--- config.mk ---
export PLATFORM = sky130hd
export DESIGN_NAME = mmu_ctx_regs
export DESIGN_NICKNAME = d
export VERILOG_FILES = /design/src/rtl/mmu_ctx_regs.sv
export SDC_FILE = /design/constraint.sdc
export NUM_CORES = 1
export LEC_CHECK = 0
export ABC_CLOCK_PERIOD_IN_PS = 3100
export BUFFER_PORTS_ARGS = -buffer_cell sky130_fd_sc_hd__buf_2
export CAP_MARGIN = 40
export CORE_UTILIZATION = 58
export DETAILED_ROUTE_END_ITERATION = 10
export PLACE_DENSITY = 0.81
export SETUP_SLACK_MARGIN = 0.5
export SLEW_MARGIN = 30
export SYNTH_ARGS = -nofsm -noshare
export SYNTH_HDL_FRONTEND = slang
export SYNTH_SLANG_ARGS = --single-unit
--- constraint.sdc ---
create_clock -name clk -period 3.1 [get_ports clk]
set_clock_uncertainty 0.05 [all_clocks]
set_input_delay 0.62 -clock clk [delete_from_list [all_inputs] [get_ports clk]]
set_output_delay 0.62 -clock clk [all_outputs]
set_load 0.02 [all_outputs]
--- src/rtl/mmu_ctx_regs.sv ---
module mmu_ctx_regs #(
  parameter int AW        = 12,
  parameter int DW        = 32,
  parameter int WIN_BYTES = 'h40,
  parameter int ALIAS_OFS = 'h800
)(
  input  logic          clk,
  input  logic          rst_n,
  input  logic          req_valid,
  input  logic          req_write,
  input  logic [AW-1:0] req_addr,
  input  logic [DW-1:0] req_wdata,
  output logic [DW-1:0] req_rdata,
  input  logic          flt_valid,
  input  logic [3:0]    flt_flags,
  input  logic [2:0]    flt_code,
  input  logic [1:0]    flt_level,
  input  logic [DW-1:0] flt_addr,
  input  logic          flush_done,
  output logic          flush_req,
  output logic          xlat_en,
  output logic          irq
);
  localparam logic [AW-1:0] ALIAS_MASK = AW'(ALIAS_OFS);
  localparam logic [AW-1:0] OF_CTRL = AW'('h00);
  localparam logic [AW-1:0] OF_TCFG = AW'('h08);
  localparam logic [AW-1:0] OF_BUS  = AW'('h0C);
  localparam logic [AW-1:0] OF_TBL  = AW'('h10);
  localparam logic [AW-1:0] OF_TBH  = AW'('h14);
  localparam logic [AW-1:0] OF_STAT = AW'('h20);
  localparam logic [AW-1:0] OF_AT0  = AW'('h28);
  localparam logic [AW-1:0] OF_AT1  = AW'('h2C);
  localparam logic [AW-1:0] OF_EADR = AW'('h30);
  localparam logic [DW-1:0] CTRL_RW = DW'('h0003_003D);

  logic [AW-1:0] loc;
  logic          mapped, wr;
  logic [DW-1:0] ctrl_q, tcfg_q, tbl_q, tbh_q, at0_q, at1_q, eaddr_q;
  logic [2:0]    bus_q, code_q;
  logic [1:0]    lvl_q;
  logic [3:0]    flags_q, flags_base;
  logic          flush_q, we_stat, first_flt;

  assign loc    = req_addr & ~ALIAS_MASK;
  assign mapped = (loc < AW'(WIN_BYTES)) && (loc[1:0] == 2'b00);
  assign wr     = req_valid && req_write && mapped;
  assign we_stat = wr && (loc == OF_STAT);

  assign flags_base = we_stat ? (flags_q & {req_wdata[4], req_wdata[2:0]}) : flags_q;
  assign first_flt  = flt_valid && (|flt_flags) && (flags_base == 4'b0);

  assign flush_req = flush_q;
  assign xlat_en   = ctrl_q[0];
  assign irq       = ctrl_q[2] && (|flags_q);

  always_ff @(posedge clk or negedge rst_n) begin
    if (!rst_n) begin
      ctrl_q <= '0; tcfg_q <= '0; bus_q <= '0; tbl_q <= '0; tbh_q <= '0;
      at0_q  <= '0; at1_q  <= '0; flush_q <= 1'b0;
    end else begin
      if (wr && loc == OF_CTRL) ctrl_q <= req_wdata & CTRL_RW;
      if (wr && loc == OF_TCFG) tcfg_q <= req_wdata;
      if (wr && loc == OF_BUS)  bus_q  <= req_wdata[2:0];
      if (wr && loc == OF_TBL)  tbl_q  <= req_wdata;
      if (wr && loc == OF_TBH)  tbh_q  <= req_wdata;
      if (wr && loc == OF_AT0)  at0_q  <= req_wdata;
      if (wr && loc == OF_AT1)  at1_q  <= req_wdata;
      flush_q <= (wr && loc == OF_CTRL && req_wdata[1]) || (flush_q && !flush_done);
    end
  end

  always_ff @(posedge clk or negedge rst_n) begin
    if (!rst_n) begin
      flags_q <= '0; code_q <= '0; lvl_q <= '0; eaddr_q <= '0;
    end else begin
      flags_q <= flags_base | (flt_valid ? flt_flags : 4'b0);
      if (first_flt) begin
        code_q <= flt_code; lvl_q <= flt_level; eaddr_q <= flt_addr;
      end else if (flags_base == 4'b0) begin
        code_q <= '0; lvl_q <= '0; eaddr_q <= '0;
      end
    end
  end

  always_comb begin
    req_rdata = '0;
    if (req_valid && !req_write && mapped) begin
      case (loc)
        OF_CTRL: req_rdata = ctrl_q | (DW'(flush_q) << 1);
        OF_TCFG: req_rdata = tcfg_q;
        OF_BUS:  req_rdata = DW'(bus_q);
        OF_TBL:  req_rdata = tbl_q;
        OF_TBH:  req_rdata = tbh_q;
        OF_STAT: req_rdata = DW'({lvl_q, 1'b0, code_q, 3'b000, flags_q[3], 1'b0, flags_q[2:0]});
        OF_AT0:  req_rdata = at0_q;
        OF_AT1:  req_rdata = at1_q;
        OF_EADR: req_rdata = (|flags_q) ? eaddr_q : '0;
        default: req_rdata = '0;
      endcase
    end
  end

  AST_FLUSH_HOLD: assert property (@(posedge clk) disable iff (!rst_n)
    flush_q && !flush_done |=> flush_q);
  AST_ACK_CLEARS: assert property (@(posedge clk) disable iff (!rst_n)
    flush_q && flush_done && !(wr && loc == OF_CTRL && req_wdata[1]) |=> !flush_req);
  AST_ADDR_KEEP: assert property (@(posedge clk) disable iff (!rst_n)
    (|flags_q) && !we_stat |=> $stable(eaddr_q));
  AST_CLEAR_ALL: assert property (@(posedge clk) disable iff (!rst_n)
    we_stat && req_wdata[4] == 1'b0 && req_wdata[2:0] == 3'b0 && !flt_valid |=> flags_q == 4'b0 && !irq);
  AST_IRQ_GATED: assert property (@(posedge clk) disable iff (!rst_n)
    !ctrl_q[2] |-> !irq);
endmodule

==> results_dict.tcl, run 1 <==
set metrics [dict create \
    outcome "finished, violations left" \
    violations "negative setup slack" \
    max_freq_mhz 299 \
    crit_required_ns 2.43 \
    dpl_cell_area_sq_um 12600 \
    antenna_found_initial 0 \
    yosys.area.top_type "dfrtp_1" \
    drive_above_1_share_pct 53.8 \
    avgRoutedWirePerCell_microns 28.5 \
    overflow 0 \
    grtUsageTotal_pct 37.7 \
    ir_worst_vdd_uv 504 \
    hold_path_class "in2async" \
    portBuffers 124 \
    worst_slack_ns -0.248 \
    fin_nets 1105 \
    stdcell_area_sq_um 14100 \
    route.vias.total 8506 \
    synth.distinct_cells 51 \
    diodes 0 \
    start_util_pct 60.3 \
    grt_max_degree 74 \
    netlist_area_sq_um 10100 \
    ios 126 \
    hpwlAfterDp_microns 20400 \
    p_seq_share_pct 49.4 \
    grt_pass1_wl_microns 51400 \
    drt-total-wl_microns 35500 \
    rsz0062_at_grt "true" \
    drv_slew 0 \
    ctsHtreeMaxLevel 1 \
    crit_path_end_kind "output pin" \
    ys_seq_area_share_pct 52.3 \
    crit_path_max_fanout 7 \
    whs_ns 0.0671 \
    critPathArrivalTime_ns 2.68 \
    finalHoldViolCount 0 \
    synth_area_leaders "dfrtp_1, mux2_2, mux2i_1" \
    setup_viol 32 \
    pwr_density_cell_nw_per_um2 411 \
    fp.dieW_microns 134 \
    cts_made_buffers 22 \
    synth_area_per_cell_sq_um 12.7 \
    drc 0 \
    fp.coreArea_sq_um 16800 \
    setup.worst_path.start_class "flip-flop" \
    synth_edf_count 0 \
    path_clk_slew_ns 0.06 \
    period_share_pct 108 \
    worstMarginPinSlew_ns 0.652 \
    power_mw 5.80 \
    clkSinkCount 212 \
    vias_per_cell 6.83 \
    p_clk_share_pct 43.4 \
    min_period_ns 3.35 \
    synthCells 797 \
    dieArea_sq_um 18000 \
    critPathKind "reg2out" \
    synthArstFlopShare_pct 100 \
    ctsHoldBuffers 0 \
    rows 47 \
    synth_flop_cell "dfrtp_1" \
    clockBufferDepth 3 \
    p_sw_share_pct 24.6 \
    cts_tree "done" \
    dieHeight_microns 134 \
    synth.top_cell.area_share_pct 52.3 \
    leakage_nw 6.45 \
    yosys_warnings 0 \
    p_int_mw 4.37 \
    fin_tns_setup_ns -4.24 \
    detail-route-antenna-nets 0 \
    drv_cap 0 \
    grt_pass1_vias 8909 \
    final_common_cell "dfrtp_1" \
    gp_congestion 0.880 \
    drtIter0Drc 848 \
    synth_nets 888 \
    comb_power_share_pct 7.2 \
    drt_pre_antenna_iters 5 \
    relSlewSlack_pct 56.5 \
    syn2layout_area_growth_pct 39.1 \
    place_ws_ns -0.186 \
    p_sw_mw 1.42 \
    mostFrequentLayoutCells "dfrtp_1, mux2_4, buf_4" \
    clock-root-buffer "clkbuf_16" \
    ys_ff_latch 212 \
    clock_latency_ns 0.51 \
]
==> critical path, stage by stage, from the launching register on <==
cell,delay [ns]
dfrtp_1,0.39
or4_4,0.56
and4_4,0.18
buf_6,0.12
buf_12,0.14
a222oi_1,0.52
a21oi_4,0.10
buf_6,0.16
==> cell families after synthesis <==
family	Yosys count	share of synthesized area (%)
mux	229	25.2
flops	212	52.3
compound gates	136	10.4
simple gates	124	7.21
buf+inv	96	4.84
==> worst paths after layout <==
check	from	to	slack, ns	cells past startpoint
worst max-delay path	flags_q[2]	req_rdata[20]	-0.25	7
worst min-delay path	rst_n	at1_q[5]	0.07	1
worst max register to register	flags_q[1]	eaddr_q[31]	1.37	6
worst min register to register	at0_q[0]	at0_q[0]	0.45	1
max in group asynchronous	rst_n	tcfg_q[26]	2.04	2
min in group clk	flt_flags[2]	flags_q[2]	0.28	3
==> synth_stat cells, drive strengths merged (13+ instances only) <==
cell and count:
dfrtp 212, mux2 184, nand2 51, a22oi 37
a21oi 26, a222oi 20, buf 29, clkbuf 27
nor3 13, mux2i 45, a32oi 13, inv 40
==> area by class of cell <==
type | instances | area (sq um)
sequential | 212 | 5310
fill | 779 | 2720
tap | 220 | 275
multi-input combinational | 489 | 5520
clock buffer | 31 | 624
timing repair buffer | 249 | 2190
inverter | 40 | 150
clock inverter | 4 | 33.8
==> per-layer routing <==
metal  GRT usage (%)  vias to the layer above  share of wire [%]
li1                -                     3385                  -
met1            48.5                     4285                 38
met2            61.3                      648                 48
met3            8.65                      188                9.3
met4            16.5                        0                5.4
met5               0                        -                  0
==> power groups by stage <==
stage                     Sequential (mW)  Clock (mW)  Combinational (mW)
after floorplan                      2.89           0               0.138
after global placement               2.91           0               0.350
after detailed placement             2.91           0               0.369
after CTS                            2.86        2.48               0.393
after global routing                 2.87        2.63               0.445
final                                2.87        2.51               0.416
==> state kept, by name (all words and copies together) (netlist names) <==
name	count
at0_q	32
at1_q	32
bus_q	3
code_q	3
ctrl_q	7
eaddr_q	32
flags_q	4
flush_req	1
lvl_q	2
tbh_q	32
tbl_q	32
tcfg_q	32
==> repair_timing <==
action	in CTS	in global routing
setup buffers	18	10
gates cloned	4	3
pin swaps	41	24
gates resized for setup	82	33
endpoints found under the setup margin	66	114
==> per-stage QoR <==
stage / std cells / util, %
after floorplan: 797 / -
final: 1245 / 83.8
after global routing: 1245 / 83.8
after global placement: 1175 / 74.7
after CTS: 1232 / 82.1
after detailed placement: 1175 / 74.7
Power figures use the tool's default switching activity.
==> inputs of run 2 (changes only) <==
--- a/config.mk
+++ b/config.mk
@@ -8,9 +8,11 @@
 export ABC_CLOCK_PERIOD_IN_PS = 3100
 export BUFFER_PORTS_ARGS = -buffer_cell sky130_fd_sc_hd__buf_2
 export CAP_MARGIN = 40
-export CORE_UTILIZATION = 58
+export CELL_PAD_IN_SITES_DETAIL_PLACEMENT = 1
+export CELL_PAD_IN_SITES_GLOBAL_PLACEMENT = 1
+export CORE_UTILIZATION = 47
 export DETAILED_ROUTE_END_ITERATION = 10
-export PLACE_DENSITY = 0.81
+export PLACE_DENSITY = 0.8
 export SETUP_SLACK_MARGIN = 0.5
 export SLEW_MARGIN = 30
 export SYNTH_ARGS = -nofsm -noshare
==> results_dict.tcl, run 2 (synthesized netlist as in run 1, its figures left out) <==
set metrics [dict create \
    setup_viol 32 \
    fp.dieW_microns 149 \
    critPathKind "reg2out" \
    cts_tree "done" \
    clock-root-buffer "clkbuf_16" \
    drv_cap 0 \
    detail-route-antenna-nets 0 \
    dieArea_sq_um 22200 \
    violations "negative setup slack" \
    critPathTopFamily "simple AND/OR/NAND/NOR gates" \
    ctsHoldBuffers 0 \
    ctsHtreeMaxLevel 1 \
    overflow 0 \
    fin_nets 1125 \
    drt_pre_antenna_iters 8 \
    drv_slew 0 \
    fillers 1908 \
    outcome "finished, violations left" \
    crit_path_max_fanout 8 \
    leakage_nw 6.71 \
    route.vias.total 9407 \
    pwr_density_cell_nw_per_um2 419 \
    worst_slack_ns -0.285 \
    hold_path_class "in2async" \
    relSlewSlack_pct 36.3 \
    antenna_found_initial 3 \
    drtIter0Drc 1098 \
    fp.coreArea_sq_um 21100 \
    ios 126 \
    critPathBufInv 3 \
    drt-total-wl_microns 52200 \
    min_period_ns 3.38 \
    final_common_cell "dfrtp_1" \
    clkSinkCount 212 \
    fin_tns_setup_ns -4.36 \
    max_freq_mhz 295 \
    path_clk_slew_ns 0.08 \
    ir_worst_vdd_uv 456 \
    clock_latency_ns 0.52 \
    crit_path_end_kind "output pin" \
    drive_above_1_share_pct 55.1 \
    portBuffers 124 \
    whs_ns 0.0216 \
    gp_congestion 0.831 \
    rsz0062_at_grt "true" \
    vias_per_cell 7.10 \
    rows 53 \
    critPathArrivalTime_ns 2.71 \
    hpwlAfterDp_microns 22500 \
    crit_required_ns 2.43 \
    start_util_pct 48.1 \
    grt_max_degree 68 \
    grt_pass1_wl_microns 64800 \
    path_cells "or4_4 -> and4_4 -> buf_12 -> buf_4 -> a222oi_1 -> a21oi_4 -> buf_6" \
    mostFrequentLayoutCells "dfrtp_1, mux2_4, buf_2" \
    dieHeight_microns 149 \
    drc 0 \
    avgRoutedWirePerCell_microns 39.4 \
    clockBufferDepth 3 \
    finalHoldViolCount 0 \
    period_share_pct 109 \
    grt_pass1_vias 9626 \
    setup.worst_path.start_class "flip-flop" \
    syn2layout_area_growth_pct 46.6 \
    slowest_delay_ns 0.51 \
    grtUsageTotal_pct 40.1 \
    cts_made_buffers 23 \
    worstMarginPinSlew_ns 0.956 \
    slowest_stage "or4_4" \
]
## run 2: changes by cell type in the layout (fill, tap and decap cells not counted), sizes merged
cell / delta
clkbuf: +7
bufbuf: -1
bufinv: +1
inv: +1
diode: +2
buf: +15
clkinvlp: -1
## run 2: per-stage QoR
step	setup WS, ns	util, %	power [mW]	area, sq um	std cells
floorplan	0.274	-	3.03	11200	797
global placement	-0.0641	59.8	3.27	12600	1227
detailed placement	-0.126	59.8	3.29	12600	1227
CTS	-0.138	66.9	6.00	14100	1289
global route	-0.326	70.5	6.33	14900	1324
finish	-0.285	70.5	6.23	14900	1324
## run 2: area by class of cell
type                    count  area, sq um  area share, %
clock buffers              33          663           4.46
diodes                      2         5.00         0.0337
inverters                  40          150           1.01
clock inverters             5         53.8          0.362
multi-input cells         489         5570           37.5
flip-flops and latches    212         5310           35.7
well taps                 275          344           2.31
repair buffers            268         2780           18.7
## run 2: path summary, 6_finish.rpt
path | from | to | slack (ns) | cells after the start
hold / removal | rst_n | at0_q[2] | 0.02 | 1
setup / recovery | flags_q[2] | req_rdata[10] | -0.28 | 7
setup reg to reg | flags_q[0] | eaddr_q[28] | 1.39 | 5
hold reg to reg | tbh_q[19] | tbh_q[19] | 0.47 | 1
max in group asynchronous | rst_n | at1_q[0] | 2.10 | 2
min in group clk | flt_flags[3] | flags_q[3] | 0.27 | 3
## run 2: power breakdown
group,switching (mW),leakage [nW],total [mW],internal [mW]
Clock,1.31,0.356,2.87,1.56
Sequential,0.0582,2.90,2.88,2.82
Combinational,0.311,3.45,0.480,0.169
Total,1.68,6.71,6.23,4.55
## run 2: layer usage
layer	up-vias	wire (microns)	GRT usage, %	share of wire [%]
met2	830	23800	64.9	46
met3	332	5140	6.82	9.8
met1	4801	18800	51.8	36
met5	-	13	0	0.025
li1	3442	-	-	-
met4	2	4480	20.3	8.6
## run 2: what timing repair did
item                                    4_1_cts  5_1_grt
gates cloned                                  8       10
pin swaps                                    42       30
gates resized for setup                     128       69
setup buffers                                16       22
endpoints found under the setup margin       77      191
